==> config.mk <==
export PLATFORM = sky130hd
export DESIGN_NAME = pair_qualifier
export DESIGN_NICKNAME = d
export VERILOG_FILES = /design/src/rtl/pq_pkg.sv /design/src/rtl/pq_stage.sv /design/src/rtl/pq_down.sv /design/src/rtl/pq_single_bit.sv /design/src/rtl/pair_qualifier.sv
export SDC_FILE = /design/constraint.sdc
export NUM_CORES = 1
export LEC_CHECK = 0
export BUFFER_PORTS_ARGS = -buffer_cell sky130_fd_sc_hd__buf_2
export CAP_MARGIN = 20
export CORE_AREA = 4 4 41 43
export DETAILED_ROUTE_END_ITERATION = 10
export DIE_AREA = 0 0 45 47
export SKIP_CTS_REPAIR_TIMING = 1
export SLEW_MARGIN = 10
export SYNTH_ARGS = -nofsm -noshare
export SYNTH_HDL_FRONTEND = slang
export SYNTH_SLANG_ARGS = --single-unit
==> constraint.sdc <==
create_clock -name clk -period 1.1 [get_ports clk]
set_input_delay 0.165 -clock clk [delete_from_list [all_inputs] [get_ports clk]]
set_output_delay 0.165 -clock clk [all_outputs]
set_load 0.05 [all_outputs]
==> src/rtl/pq_pkg.sv <==
package pq_pkg;

  function automatic int unsigned wrap_idx(input int unsigned i, input int unsigned w);
    return i % w;
  endfunction

  function automatic logic single_diff_at(input logic [31:0] diff, input int unsigned k,
                                          input int unsigned w);
    logic [31:0] expect_mask;
    if (k >= w) return 1'b0;
    expect_mask = 32'd1 << k;
    return diff == expect_mask;
  endfunction

endpackage

==> src/rtl/pq_stage.sv <==
module pq_stage #(
  parameter int IN_W  = 3,
  parameter int MID_W = 3
) (
  input  logic [IN_W-1:0]  x,
  output logic [MID_W-1:0] m
);
  import pq_pkg::*;
  for (genvar j = 0; j < MID_W; j++) begin : g_bit
    localparam int unsigned I0 = j % IN_W;
    localparam int unsigned I1 = (j + 1) % IN_W;
    localparam int unsigned I2 = (j + 2) % IN_W;
    assign m[j] = x[I0] ^ (x[I1] & x[I2]);
  end
endmodule

==> src/rtl/pq_down.sv <==
module pq_down #(
  parameter int MID_W = 3,
  parameter int OUT_W = 3
) (
  input  logic [MID_W-1:0] m,
  output logic [OUT_W-1:0] y
);
  for (genvar j = 0; j < OUT_W; j++) begin : g_bit
    localparam int unsigned I0 = j % MID_W;
    localparam int unsigned I1 = (j + 1) % MID_W;
    localparam int unsigned I2 = (j + 2) % MID_W;
    assign y[j] = m[I0] ^ (m[I1] | m[I2]);
  end
endmodule

==> src/rtl/pq_single_bit.sv <==
module pq_single_bit #(
  parameter int MID_W = 3,
  parameter int KW    = 2
) (
  input  logic [MID_W-1:0] m_a,
  input  logic [MID_W-1:0] m_b,
  input  logic [KW-1:0]    k,
  output logic             hit,
  output logic             k_ok
);
  import pq_pkg::*;
  logic [31:0] diff;
  always_comb begin
    diff = '0;
    diff[MID_W-1:0] = m_a ^ m_b;
  end
  assign k_ok = (32'(k) < 32'(MID_W));
  assign hit  = single_diff_at(diff, 32'(k), MID_W);
endmodule

==> src/rtl/pair_qualifier.sv <==
module pair_qualifier #(
  parameter int IN_W    = 3,
  parameter int MID_W   = 3,
  parameter int OUT_W   = 3,
  parameter bit OUT_REG = 1'b1,
  localparam int KW     = $clog2(MID_W + 1)
) (
  input  logic            clk,
  input  logic            rst_n,
  input  logic [IN_W-1:0] word_a,
  input  logic [IN_W-1:0] word_b,
  input  logic [KW-1:0]   tgt_bit,
  output logic            qual_valid
);
  logic [MID_W-1:0] mid_a, mid_b;
  logic [OUT_W-1:0] fin_a, fin_b;
  logic             mid_single;
  logic             tgt_in_range;
  logic             out_differ;
  logic             qual_hit;

  pq_stage #(.IN_W(IN_W), .MID_W(MID_W)) u_stage_a (.x(word_a), .m(mid_a));
  pq_stage #(.IN_W(IN_W), .MID_W(MID_W)) u_stage_b (.x(word_b), .m(mid_b));
  pq_down  #(.MID_W(MID_W), .OUT_W(OUT_W)) u_down_a (.m(mid_a), .y(fin_a));
  pq_down  #(.MID_W(MID_W), .OUT_W(OUT_W)) u_down_b (.m(mid_b), .y(fin_b));

  pq_single_bit #(.MID_W(MID_W), .KW(KW)) u_single (
    .m_a(mid_a), .m_b(mid_b), .k(tgt_bit), .hit(mid_single), .k_ok(tgt_in_range)
  );

  assign out_differ = |(fin_a ^ fin_b);
  assign qual_hit   = mid_single & out_differ;

  if (OUT_REG) begin : g_reg
    logic valid_q;
    always_ff @(posedge clk or negedge rst_n) begin
      if (!rst_n) valid_q <= 1'b0;
      else        valid_q <= qual_hit;
    end
    assign qual_valid = valid_q;

    // registered verdict follows the previous cycle's combinational verdict
    a_r8_latency: assert property (@(posedge clk) disable iff (!rst_n)
      qual_hit |=> qual_valid);
    a_r8_latency_lo: assert property (@(posedge clk) disable iff (!rst_n)
      !qual_hit |=> !qual_valid);
  end else begin : g_comb
    assign qual_valid = qual_hit;
  end

  // single-bit check implies exactly one differing intermediate bit
  a_r3_one_bit: assert property (@(posedge clk) disable iff (!rst_n)
    mid_single |-> ($countones(mid_a ^ mid_b) == 1));
  // identical words never qualify
  a_r4_identical: assert property (@(posedge clk) disable iff (!rst_n)
    (word_a == word_b) |-> !qual_hit);
  // equal final words never qualify
  a_r5_out_equal: assert property (@(posedge clk) disable iff (!rst_n)
    (fin_a == fin_b) |-> !qual_hit);
  // out-of-range target index never qualifies
  a_r7_range: assert property (@(posedge clk) disable iff (!rst_n)
    !tgt_in_range |-> !mid_single);
endmodule

==> summary.txt <==
Status
  – Outcome: complete, but fails checks
  – Failing checks: negative setup slack

Synth
  – Yosys warns: 0
  – Syn Nets: 30
  – Avg Inst Size Synth: 9.447 sq um
  – Mapped Area: 188.9 sq um
  – Post-Synthesis Cells: 20
  – Netlist cell types: 8
  – Share of the synthesized area in the top cell type: 35.76%
  – Synth top area cells: xnor3_1 (36%), nand4b_1 (14%), xor2_1 (14%)
  – #FFs+latches synth: 1
  – Register area share after synthesis: 13.25%
  – Synth area leader: xnor3_1

STA
  – Setup tns final: -15.52 ps
  – Min setup slack post-route: -15.52 ps
  – Post-layout min period: 1116 ps
  – Max frequency: 0.8964 GHz
  – Final period util: 101.4%
  – Slew Viols, Final: 0
  – Least-Margin Pin Slew: 249.7 ps
  – RSZ-0062 raised after global routing: true
  – Relative slew slack: 83.47%
  – Final Hold Vio Count: 0
  – Fin Hold WS: 474.9 ps
  – Final setup vio count: 1

Global route
  – Total GRT Usage: 3.241%
  – Vias in the first global route: 153
  – Initial antenna violation count: 0
  – Pin count of the biggest net entering global routing: 4
  – First-pass GRT wire length: 552 microns
  – GRT Residual Overflow: 0

Hold path
  – Worst hold path class: input pin to asynchronous set/reset pin

Placed design
  – IO Port Bufs: 10
  – Placer Congestion: 0.6116
  – DP HPWL: 334 microns
  – Place WS: -92.85 ps

Floorplanning
  – Starting density of the core: 14.52%
  – Die Ht: 47 microns
  – Core ar.: 1301 sq um
  – Full die area: 2115 sq um
  – Die X: 45 microns
  – IO Count: 11
  – Number of core rows: 13

Detailed routing
  – Initial detailed-routing violation count: 4
  – Routed Antenna Nets: 0
  – DRC: 0
  – DR pass1 iterations: 2
  – Via count: 173
  – Vias per Instance: 3.681
  – WL/cell: 9.170 microns
  – Total wire length after detailed routing: 431 microns

Cells and area
  – Syn-to-layout area delta: 70.20%
  – Layout cell share with drive strength beyond 1: 43.75%
  – Commonest non-fill, non-tap cell in the layout: buf_2
  – Final net count: 44
  – N_diodes: 0
  – Max reg flops: 1
  – Fillcell total: 147
  – Util after Layout: 24.71%
  – Commonest non-fill, non-tap cells in the layout: buf_2 (6), nand2_1 (4), xnor3_1 (3), nand4b_1 (3), buf_6 (3)

Clocking
  – Clock-pin slew on the worst setup and hold paths: 0 ps

Job
  – Maxcap violations: 0

Setup path
  – Critical path arrival: 1050 ps
  – CP Data Required Time: 1030 ps
  – Setup crit end kind: flop
  – Maximum fanout along the worst path: 3
  – WS Path Type: input pin to flop
  – Startpoint Class: input pin

Pwr
  – Pleak: 0.1743 nW
  – Total power: 0.0001888 W
  – PwrDens: 587.1 nW/um^2
  – Peak VDD IR: 0.1771 mV
worst max path at each step:
| stage | start | to | cells after the start | slack [ps] |
|---|---|---|---|---|
| 4_1_cts | word_a[1] | qual_valid | 5 | -90 |
| 6_report | word_b[1] | qual_valid | 6 | -20 |
| 5_1_grt | word_b[0] | qual_valid | 5 | -80 |
| 3_3_place_gp | word_a[1] | qual_valid | 5 | -80 |
| 2_1_floorplan | word_a[1] | qual_valid | 4 | 110 |
| 3_5_place_dp | word_a[1] | qual_valid | 5 | -90 |
final cells by class:
type                            instances  area (sq um)  area share [%]
Tap cell                               15         18.77           5.837
Sequential cell                         1         25.02           7.782
Multi-Input combinational cell         19         181.4           56.42
Timing Repair Buffer                   12         96.34           29.96
cell families (layout without fill, tap and decap cells):
| logic type | count (synthesis) | after routing | share of synthesized area, % |
|---|---|---|---|
| simple gates | 13 | 13 | 37.08 |
| buf+inv | 0 | 12 | 0 |
| flops | 1 | 1 | 13.24 |
| xor+xnor | 6 | 6 | 49.67 |
synthesized netlist by cell type:
library cell / instances
nand2_1: 6
nand4b_1: 3
xnor3_1: 3
xor2_1: 3
nor2b_1: 2
dfrtp_1: 1
nand3_1: 1
nor2_1: 1
report_power, final:
group	total [W]	internal (W)	leakage, nW	switching [W]
sequential	0.0000427	0.0000420	0.0136	0.000000709
combinational	0.000146	0.0000801	0.161	0.0000661
clock	0	0	0	0
total	0.000189	0.000122	0.174	0.0000668
routing by layer:
layer	GRT usage, %	vias up	wire [microns]
met5	0	-	0
met1	3.189	75	177
met4	0	0	0
li1	-	93	-
met2	7.062	5	213
met3	0.7663	0	40
stage by stage:
step	instances	instance area, sq um
final	47	321.6
after global routing	47	321.6
after floorplan	20	188.9
after CTS	46	265.3
after global placement	46	265.3
after detailed placement	46	265.3
critical path, stage by stage:
cell and delay, ps:
buf_8 100, buf_6 110, nand2_2 50, xnor3_1 330, nand4b_1 200, nand3_1 90
No activity file was read; power rests on OpenSTA's default activity.
